`config.mk`:
```
export PLATFORM = sky130hd
export DESIGN_NAME = ir_rle_rx
export DESIGN_NICKNAME = d
export VERILOG_FILES = /design/src/rtl/ir_rle_pkg.sv /design/src/rtl/ir_tick_gen.sv /design/src/rtl/ir_sync.sv /design/src/rtl/ir_run_encoder.sv /design/src/rtl/ir_rx_fifo.sv /design/src/rtl/ir_rle_rx.sv
export SDC_FILE = /design/constraint.sdc
export NUM_CORES = 1
export LEC_CHECK = 0
export BUFFER_PORTS_ARGS = -buffer_cell sky130_fd_sc_hd__buf_2
export CORE_UTILIZATION = 32
export DETAILED_ROUTE_END_ITERATION = 8
export GPL_TIMING_DRIVEN = 0
export SLEW_MARGIN = 20
export SYNTH_ARGS = -nofsm -noshare
export SYNTH_HDL_FRONTEND = slang
export SYNTH_HIERARCHICAL = 1
export SYNTH_SLANG_ARGS = --single-unit
```
`constraint.sdc`:
```
create_clock -name clk -period 4.6 [get_ports clk]
set_input_delay 0.46 -clock clk [delete_from_list [all_inputs] [get_ports clk]]
set_output_delay 0.46 -clock clk [all_outputs]
set_load 0.03 [all_outputs]
```
`src/rtl/ir_rle_pkg.sv`:
```
package ir_rle_pkg;
   localparam logic [2:0] A_DATA = 3'd0;
   localparam logic [2:0] A_STAT = 3'd1;
   localparam logic [2:0] A_IEN  = 3'd2;
   localparam logic [2:0] A_IID  = 3'd3;
   localparam logic [2:0] A_CTRL = 3'd4;
   localparam logic [2:0] A_DIVL = 3'd5;
   localparam logic [2:0] A_DIVH = 3'd6;

   localparam int B_RXLVL = 0;
   localparam int B_ERR   = 2;
   localparam int C_INV   = 0;
   localparam int C_TXRX  = 1;
   localparam int C_DIS   = 5;
endpackage

```
`src/rtl/ir_tick_gen.sv`:
```
module ir_tick_gen #(
   parameter int DIV_W = 16
) (
   input  logic             clk,
   input  logic             rst_n,
   input  logic [DIV_W-1:0] div,
   output logic             tick
);
   logic [DIV_W-1:0] cnt;

   assign tick = (cnt >= div);

   always_ff @(posedge clk or negedge rst_n) begin
      if (!rst_n)    cnt <= '0;
      else if (tick) cnt <= '0;
      else           cnt <= cnt + 1'b1;
   end

   p_tick_single_r2: assert property (@(posedge clk) disable iff (!rst_n)
      (tick && div != '0) |=> (!tick || div == '0));
endmodule

```
`src/rtl/ir_sync.sv`:
```
module ir_sync #(
   parameter int STAGES = 2
) (
   input  logic clk,
   input  logic rst_n,
   input  logic d,
   output logic q
);
   logic [STAGES-1:0] sr;

   generate
      if (STAGES < 2) begin : g_bad
         $error("ir_sync needs at least two stages");
      end
   endgenerate

   always_ff @(posedge clk or negedge rst_n) begin
      if (!rst_n) sr <= '0;
      else        sr <= {sr[STAGES-2:0], d};
   end

   assign q = sr[STAGES-1];
endmodule

```
`src/rtl/ir_run_encoder.sv`:
```
module ir_run_encoder #(
   parameter int DUR_W  = 7,
   parameter int FILL_N = 8
) (
   input  logic           clk,
   input  logic           rst_n,
   input  logic           enable,
   input  logic           tick,
   input  logic           level,
   output logic           push,
   output logic [DUR_W:0] pbyte
);
   localparam int FW = $clog2(FILL_N + 1);
   localparam logic [DUR_W-1:0] MAXD      = '1;
   localparam logic [DUR_W-1:0] ONE       = DUR_W'(1);
   localparam logic [FW-1:0]    FILL_LAST = FW'(FILL_N - 1);

   generate
      if (DUR_W < 2 || FILL_N < 1) begin : g_bad
         $error("ir_run_encoder parameter out of range");
      end
   endgenerate

   logic             pol;
   logic [DUR_W-1:0] cnt;
   logic             quiet;
   logic [FW-1:0]    fill;

   always_ff @(posedge clk or negedge rst_n) begin
      if (!rst_n) begin
         pol <= 1'b0; cnt <= '0; quiet <= 1'b1; fill <= '0;
         push <= 1'b0; pbyte <= '0;
      end else begin
         push <= 1'b0;
         if (!enable) begin
            pol <= 1'b0; cnt <= '0; quiet <= 1'b1; fill <= '0;
         end else if (tick) begin
            if (quiet) begin
               if (level) begin
                  quiet <= 1'b0; pol <= 1'b1; cnt <= ONE;
               end
            end else if (level != pol) begin
               push  <= 1'b1;
               pbyte <= {~pol, cnt};
               fill  <= '0;
               pol   <= level;
               cnt   <= ONE;
            end else if (cnt == MAXD) begin
               push  <= 1'b1;
               pbyte <= {~pol, cnt};
               cnt   <= ONE;
               if (pol) begin
                  fill <= '0;
               end else if (fill == FILL_LAST) begin
                  quiet <= 1'b1; fill <= '0; cnt <= '0;
               end else begin
                  fill <= fill + 1'b1;
               end
            end else begin
               cnt <= cnt + 1'b1;
            end
         end
      end
   end

   p_dur_nonzero_r1: assert property (@(posedge clk) disable iff (!rst_n)
      push |-> (pbyte[DUR_W-1:0] != '0));
   p_disabled_silent_r8: assert property (@(posedge clk) disable iff (!rst_n)
      !enable |=> !push);
endmodule

```
`src/rtl/ir_rx_fifo.sv`:
```
module ir_rx_fifo #(
   parameter int DEPTH = 16,
   parameter int W     = 8,
   parameter int LEVEL = 8
) (
   input  logic         clk,
   input  logic         rst_n,
   input  logic         push,
   input  logic [W-1:0] din,
   input  logic         pop,
   input  logic         ovr_clr,
   output logic [W-1:0] dout,
   output logic         empty,
   output logic         level_hit,
   output logic         ovr
);
   localparam int AW = $clog2(DEPTH);
   localparam logic [AW:0] FULLC = (AW+1)'(DEPTH);
   localparam logic [AW:0] LVLC  = (AW+1)'(LEVEL);

   generate
      if (DEPTH < 2 || (1 << AW) != DEPTH || LEVEL < 1 || LEVEL > DEPTH) begin : g_bad
         $error("ir_rx_fifo depth must be a power of two and level within depth");
      end
   endgenerate

   logic [W-1:0]  mem [DEPTH];
   logic [AW-1:0] wp, rp;
   logic [AW:0]   cnt;
   logic          full, do_push, do_pop;

   assign full      = (cnt == FULLC);
   assign empty     = (cnt == '0);
   assign level_hit = (cnt >= LVLC);
   assign dout      = mem[rp];
   assign do_push   = push && !ovr && !full;
   assign do_pop    = pop && !empty;

   always_ff @(posedge clk) begin
      if (do_push) mem[wp] <= din;
   end

   always_ff @(posedge clk or negedge rst_n) begin
      if (!rst_n) begin
         wp <= '0; rp <= '0; cnt <= '0; ovr <= 1'b0;
      end else begin
         if (do_push) wp <= wp + 1'b1;
         if (do_pop)  rp <= rp + 1'b1;
         case ({do_push, do_pop})
            2'b10:   cnt <= cnt + 1'b1;
            2'b01:   cnt <= cnt - 1'b1;
            default: cnt <= cnt;
         endcase
         if (push && full && !ovr) ovr <= 1'b1;
         else if (ovr_clr)         ovr <= 1'b0;
      end
   end

   p_overrun_sticky_r6: assert property (@(posedge clk) disable iff (!rst_n)
      (ovr && !ovr_clr) |=> ovr);
   p_count_bound_r5: assert property (@(posedge clk) disable iff (!rst_n)
      cnt <= FULLC);
   p_drop_keeps_data_r6: assert property (@(posedge clk) disable iff (!rst_n)
      (ovr && !pop) |=> (cnt == $past(cnt)));
endmodule

```
`src/rtl/ir_rle_rx.sv`:
```
module ir_rle_rx
   import ir_rle_pkg::*;
#(
   parameter int DIV_W       = 16,
   parameter int DEFAULT_DIV = 1000,
   parameter int FIFO_DEPTH  = 16,
   parameter int IRQ_LEVEL   = 8,
   parameter int FILL_N      = 8,
   parameter int SYNC_STAGES = 2
) (
   input  logic       clk,
   input  logic       rst_n,
   input  logic       ir_in,
   input  logic       tx_busy,
   input  logic [2:0] reg_addr,
   input  logic       reg_wr,
   input  logic       reg_rd,
   input  logic [7:0] reg_wdata,
   output logic [7:0] reg_rdata,
   output logic       irq
);
   localparam logic [DIV_W-1:0] DIV_RST = DIV_W'(DEFAULT_DIV - 1);

   generate
      if (DIV_W < 9 || DIV_W > 16 || DEFAULT_DIV < 1) begin : g_bad
         $error("ir_rle_rx prescaler parameters out of range");
      end
   endgenerate

   logic [7:0]       ien_q, ctrl_q;
   logic [DIV_W-1:0] div_q;
   logic             tick, line_s, level, rx_on;
   logic             push;
   logic [7:0]       pbyte, fifo_dout;
   logic             empty, lvl_hit, ovr;
   logic             pop, ovr_clr;
   logic [7:0]       iid;

   always_ff @(posedge clk or negedge rst_n) begin
      if (!rst_n) begin
         ien_q <= '0; ctrl_q <= '0; div_q <= DIV_RST;
      end else if (reg_wr) begin
         case (reg_addr)
            A_IEN:   ien_q <= reg_wdata;
            A_CTRL:  ctrl_q <= reg_wdata;
            A_DIVL:  div_q[7:0] <= reg_wdata;
            A_DIVH:  div_q[DIV_W-1:8] <= reg_wdata[DIV_W-9:0];
            default: ;
         endcase
      end
   end

   ir_tick_gen #(.DIV_W(DIV_W)) u_tick (
      .clk(clk), .rst_n(rst_n), .div(div_q), .tick(tick));

   ir_sync #(.STAGES(SYNC_STAGES)) u_sync (
      .clk(clk), .rst_n(rst_n), .d(ir_in), .q(line_s));

   assign level = line_s ^ ctrl_q[C_INV];
   assign rx_on = !ctrl_q[C_DIS] && (!tx_busy || ctrl_q[C_TXRX]);

   ir_run_encoder #(.DUR_W(7), .FILL_N(FILL_N)) u_enc (
      .clk(clk), .rst_n(rst_n), .enable(rx_on), .tick(tick), .level(level),
      .push(push), .pbyte(pbyte));

   assign pop     = reg_rd && (reg_addr == A_DATA);
   assign ovr_clr = reg_rd && (reg_addr == A_STAT);

   ir_rx_fifo #(.DEPTH(FIFO_DEPTH), .W(8), .LEVEL(IRQ_LEVEL)) u_fifo (
      .clk(clk), .rst_n(rst_n), .push(push), .din(pbyte), .pop(pop),
      .ovr_clr(ovr_clr), .dout(fifo_dout), .empty(empty),
      .level_hit(lvl_hit), .ovr(ovr));

   always_comb begin
      iid = '0;
      iid[B_RXLVL] = lvl_hit;
      iid[B_ERR]   = ovr;
   end

   assign irq = |(iid & ien_q);

   always_comb begin
      case (reg_addr)
         A_DATA:  reg_rdata = empty ? 8'h00 : fifo_dout;
         A_STAT:  reg_rdata = {6'b0, ovr, !empty};
         A_IEN:   reg_rdata = ien_q;
         A_IID:   reg_rdata = iid;
         A_CTRL:  reg_rdata = ctrl_q;
         A_DIVL:  reg_rdata = div_q[7:0];
         A_DIVH:  reg_rdata = 8'(div_q >> 8);
         default: reg_rdata = 8'h00;
      endcase
   end

   p_irq_needs_enable_r7: assert property (@(posedge clk) disable iff (!rst_n)
      irq |-> (ien_q[B_RXLVL] || ien_q[B_ERR]));
endmodule

```
-- Word level (Yosys, flattened, before mapping)
Memory sizes are Yosys's and may differ from the RTL's.
Index checks and enable logic that the tools add are counted.
- flip-flop bits (word level): 86
- latch bits: 0
- RAM bits: 128
- ROM bits: 0
- bits of input ports: 17
- output and inout port bits: 9
- logic and storage cells: 118
- memories kept: 1
- $add $sub $neg: 7
- multipliers: 0
- div/mod/pow operators: 0
- $lt $le $gt $ge: 2
- equal/unequal tests: 17
- shift operators: 0
- muxes and demuxes: 43
- bitwise operators: 4
- reductions and logical operators: 28
- memory list (memory ; depth ; bits a word ; rd ports ; clocked after Yosys merged registers in ; wr ports ; RTL line ; text):
    u_fifo.mem ; 16 ; 8 ; 1 ; 0 ; 1 ; ir_rx_fifo.sv:27 ; logic [W-1:0] mem [DEPTH];
- operator list (cell ; count):
    $pmux W8 S7 ; 1
    $mux W7 ; 7
    $mux W4 ; 7
    $mux W8 ; 3
    $mux W1 ; 23
    $add A16 B1 Y16 const B ; 1
    $ge A16 B16 Y1 ; 1
    $mux W16 ; 1
    $add A4 B1 Y4 const B ; 3
    $pmux W5 S2 ; 1
    $reduce_and A2 Y1 ; 5
    $eq A3 B3 Y1 const B ; 3
    $ne A3 B3 Y1 const B ; 3
    $and A3 B8 Y8 ; 1
    $logic_and A1 B1 Y1 ; 8
    $reduce_or A8 Y1 ; 1
    $add A7 B1 Y7 const B ; 1
    $eq A7 B7 Y1 const B ; 1
    $eq A3 B2 Y1 const B ; 2
    $reduce_and A3 Y1 ; 2
    $reduce_bool A2 Y1 ; 3
    $add A5 B1 Y5 const B ; 1
    $eq A5 B5 Y1 const B ; 1
    $ge A5 B4 Y1 const B ; 1
    14 further kinds ; 20

-- Depth between registers and ports, before layout
- depth in word-level cells: 8
- depth in mapped cells: 11
- gate-level depth less buffers: 10

-- By module
Netlist, hierarchy kept.
- by module, submodules not included (module ; instances ; cells an instance ; area an instance (um^2) ; seq. area each (um^2)):
    ir_rx_fifo ; 1 ; 324 ; 5815.6 ; 4194.0
    ir_rle_rx ; 1 ; 129 ; 1669.1 ; 810.8
    ir_tick_gen ; 1 ; 130 ; 1260.0 ; 400.4
    ir_run_encoder ; 1 ; 110 ; 1146.1 ; 551.8
    ir_sync ; 1 ; 2 ; 50.0 ; 50.0

-- Least setup slack after synthesis
OpenSTA, ideal clock, no wires.
- path type: register to register
- start point: reg div_q[9]
- end point: reg u_enc.pbyte[0]
- setup time: 125 ps
- arrival: 2994 ps
- required time: 4475 ps
- setup slack: 1482 ps
- cell stages (with the launch flop): 11
- buffers on the path: 1
- clock period less this slack: 3118 ps
- path through: dfstp_2 > inv_1 > ha_1 > nand4_1 > or3_4 > o31ai_4 > or3_1 > or2b_2 > buf_6 > nor3_4 > mux2_2
- word-level cells in the longest chain between the ends: 2
- ends and longest elaborated chain (element ; RTL line ; text):
    start: declaration ; ir_rle_rx.sv:31 ; logic [DIV_W-1:0] div_q;
    start signal: indexed assignment ; ir_rle_rx.sv:47 ; A_DIVH: div_q[DIV_W-1:8] <= reg_wdata[DIV_W-9:0];
    $ge A16 B16 Y1 ; ir_tick_gen.sv:11 ; assign tick = (cnt >= div);
    via tick ; ir_rle_rx.sv:32 ; logic tick, line_s, level, rx_on;
    $reduce_and A4 Y1 (no line) ; n/a ;
    end signal: assignment ; ir_run_encoder.sv:44 ; pbyte <= {~pol, cnt};
    end signal: assignment ; ir_run_encoder.sv:50 ; pbyte <= {~pol, cnt};
    end: declaration ; ir_run_encoder.sv:11 ; output logic [DUR_W:0] pbyte
The timed path passes the listed nets, and every way through them passes these cells.
A chain may end at the register's enable or synchronous reset.

-- Worst setup path after layout
- start point: reg div_q[9]
- end point: reg u_enc.pbyte[5]
Same word-level chain as after synthesis.

==> out/metrics.csv <==
stage;metric;value;unit
status;status;complete, no violations;
floorplanning;die_area;31800;µm²
routing;vias_per_cell;5.05;
routing;antenna_left;0;
final_layout;drive_gt1_share;24.7;%
synthesis;synthTopCellsByArea;edfxtp_1 39%, dfrtp_1 19%, mux2_2 6.2%, mux4_2 3.9%, mux2i_1 3.6%;
placed_design;placed_cells;1115;
synthesis;synth_top_cell_area_share;38.7;%
routing;vias;5854;
sta;setup_viol;0;
final_layout;regArea;6010;µm²
worst_setup_path;path_class;reg2reg;
synthesis;yosysWarnings;6;
floorplanning;ios;26;
routing;route.met2.wl;10.1;mm
routing;wl_met1;10.1;mm
synthesis;syn_inst;695;
power_and_ir_drop;power_density;489;nW/µm²
sta;period_needed;3.62;ns
placed_design;place_congestion;0.781;
sta;finalHoldViolCount;0;
synthesis;synth_top_family_by_area;multiplexers;
synthesis;synth_ff_type;edfxtp_1;
final_layout;nets;793;
synthesis;synth_simple_gate_area_share;9.68;%
synthesis;ys_types;68;
final_layout;area_growth;14.5;%
routing;wirelength;21.6;mm
floorplanning;die_w;178;µm
synthesis;yosysTopAreaCell;edfxtp_1;
hold_path;min_path_type;in2reg;
grt;grt_pass1_wl;34.3;mm
placed_design;port_buffers;23;
sta;slew_headroom;41.0;%
synthesis;synth_mux_area_share;13.9;%
cts;cts_buffer_depth;3;
worst_setup_path;end_kind;flip-flop;
power_and_ir_drop;power_frac_comb;24.0;%
worst_setup_path;crit_fanout;9;
sta;fin_skew;0.0165;ns
routing;wire_per_inst;18.6;µm
synthesis;yosys_register_bits;214;
run;drv_cap;0;
sta;finalCritPeriodShare;78.6;%
sta;tightest_slew;0.882;ns
routing;detail_route.first_pass.iterations;5;
sta;timing.fmax;0.276;GHz
grt;grt_max_degree;70;
cts;htreeDepth;1;
cts;cts.sinks;214;
power_and_ir_drop;ir_drop;284;µV
worst_setup_path;critPathLaunchType;flip-flop;
floorplanning;coreArea;30600;µm²
synthesis;ys_seq_area_share;60.4;%
floorplanning;die_h;178;µm
worst_setup_path;required;5.00;ns
sta;rsz0062_at_grt;no;
power_and_ir_drop;p_switching;1.63;mW
final_layout;multi_input_area;3620;µm²
cts;insertion_delay;0.51;ns
synthesis;synth_nets;741;
placed_design;dp_hpwl;14.7;mm
sta;fin_tns_setup;0;ns
final_layout;final_cells;1160;
power_and_ir_drop;cellLeakagePower;4.34;nW
synthesis;synth_area;9940;µm²
power_and_ir_drop;p_int;3.94;mW
routing;top_layer_used;met4;
final_layout;num_antenna_cells;0;
routing;wl_met3;844;µm
synthesis;synth_most_common_cell;edfxtp_1;
synthesis;postSynthAreaPerCell;14.3;µm²
cts;clk_pin_slew;0.06;ns
power_and_ir_drop;switching_share;29.3;%
synthesis;synth_edf_count;128;
cts;cts_buffers;25;
synthesis;synth-xor-area-share;2.38;%
final_layout;n_fill_cell;2918;
power_and_ir_drop;clockPowerShare;33.9;%
cts;cts_tree;built;
grt;gr-total-overflow;0;
synthesis;yosys-top-cells-count;128 x edfxtp_1, 77 x dfrtp_1, 55 x mux2_2;
floorplanning;start_util;32.5;%
synthesis;synthAdderAreaFrac;3.73;%
grt;grt_use_total;14.2;%
power_and_ir_drop;seq_power_share;42.1;%
routing;remaining_drc_errors;0;
grt;grt_pass1_vias;5962;
sta;drv_slew;0;
synthesis;synthArstFlopShare;40.2;%
grt;antenna_found_initial;0;
floorplanning;rows;64;
synthesis;synth_compound_area_share;6.76;%
worst_setup_path;arrival;4.01;ns
routing;drt_iter0_drc;377;
cts;clk_root_buffer_cell;clkbuf_16;
## worst max-delay path, cell delays in order, from the launching register on
cell and delay [ns]:
dfstp_2 0.55, inv_1 0.07, ha_1 0.30, nand4_1 0.12, or3_4 0.40, o31ai_4 0.45
or3_1 0.39, or2b_2 0.34, buf_6 0.14, nor3_4 0.36, mux2_2 0.38
## worst paths after layout
check / startpoint / end / cells after the start / slack (ns)
min in group asynchronous: rst_n / u_tick/cnt[3] / 2 / 0.35
hold reg to reg: u_sync/sr[0] / u_sync/sr[1] / 0 / 0.37
hold / removal: ir_in / u_sync/sr[0] / 1 / 0.07
setup reg to reg: div_q[9] / u_enc/pbyte[5] / 10 / 0.98
max in group asynchronous: rst_n / u_enc/quiet / 3 / 3.60
setup / recovery: div_q[9] / u_enc/pbyte[5] / 10 / 0.98
## through the flow
step	utilization, %	hold WS (ns)	area, µm²	power (mW)	setup slack, ns
3_3_place_gp	34.5	0.342	10600	3.70	1.03
2_1_floorplan	-	0.164	9940	3.35	1.48
4_1_cts	37.2	0.0518	11400	5.64	0.989
3_5_place_dp	34.6	0.312	10600	3.73	1.00
6_report	37.2	0.0691	11400	5.57	0.983
5_1_grt	37.2	0.0613	11400	5.85	0.783
## repair_timing
item | 4_1_cts | 5_1_grt
hold endpoints to repair | 17 | 0
hold buffers | 1 | 0
buffers inserted | 0 | 0
endpoints found under the setup margin | 0 | 0
resized for setup | 0 | 0
## placed cells by master, fill, tap and decap left out, types with 13 or more instances in the layout
master / netlist / final
edfxtp_1: 128 / 128
dfrtp_1: 77 / 77
mux2_2: 55 / 55
nand2_1: 38 / 38
mux2i_1: 36 / 36
inv_1: 34 / 34
buf_2: 10 / 32
ha_1: 28 / 28
clkbuf_16: 0 / 25
xnor2_1: 23 / 23
o21ai_0: 19 / 19
mux4_2: 17 / 17
nand3_1: 17 / 17
a221oi_1: 17 / 17
nor2_1: 16 / 16
a21oi_1: 15 / 15
and2_1: 14 / 14
a22oi_1: 13 / 13
## cell type report
cell class	count	area share (%)
clock inverters	12	0.989
clock buffers	32	5.90
repair buffers	25	1.40
flip-flops and latches	214	52.8
well taps	396	4.35
multi-input cells	416	31.8
inverters	35	1.15
plain buffers	30	1.62
## flip-flops by register name (all words and copies together), names as in the netlist, 2 cells and up
register     count
u_enc/pbyte      8
u_fifo/cnt       5
u_enc/cnt        7
u_fifo/wp        4
u_fifo/rp        4
u_fifo/mem     128
u_enc/fill       4
ctrl_q           8
u_sync/sr        2
u_tick/cnt      16
ien_q            8
div_q           16
## power groups by stage
stage	Clock, mW	Combinational [mW]	Sequential (mW)
after floorplan	0	1.02	2.32
after detailed placement	0	1.35	2.38
after global routing	2.00	1.48	2.37
after global placement	0	1.33	2.37
final	1.89	1.34	2.34
after CTS	1.94	1.36	2.34
## kinds of logic (layout without fill, tap and decap cells)
family          count (synthesis)  after routing
mux                           109            109
flops                         214            214
xor+xnor                       27             27
buf+inv                        65            134
fa+ha+maj                      29             29
compound gates                 93             93
simple gates                  158            158
## metal layers
metal / vias up / track usage, %
li1: 2766 / -
met1: 2941 / 19.4
met2: 112 / 23.0
met3: 35 / 2.00
met4: 0 / 4.56
met5: - / 0
Power figures use the tool's default switching activity.
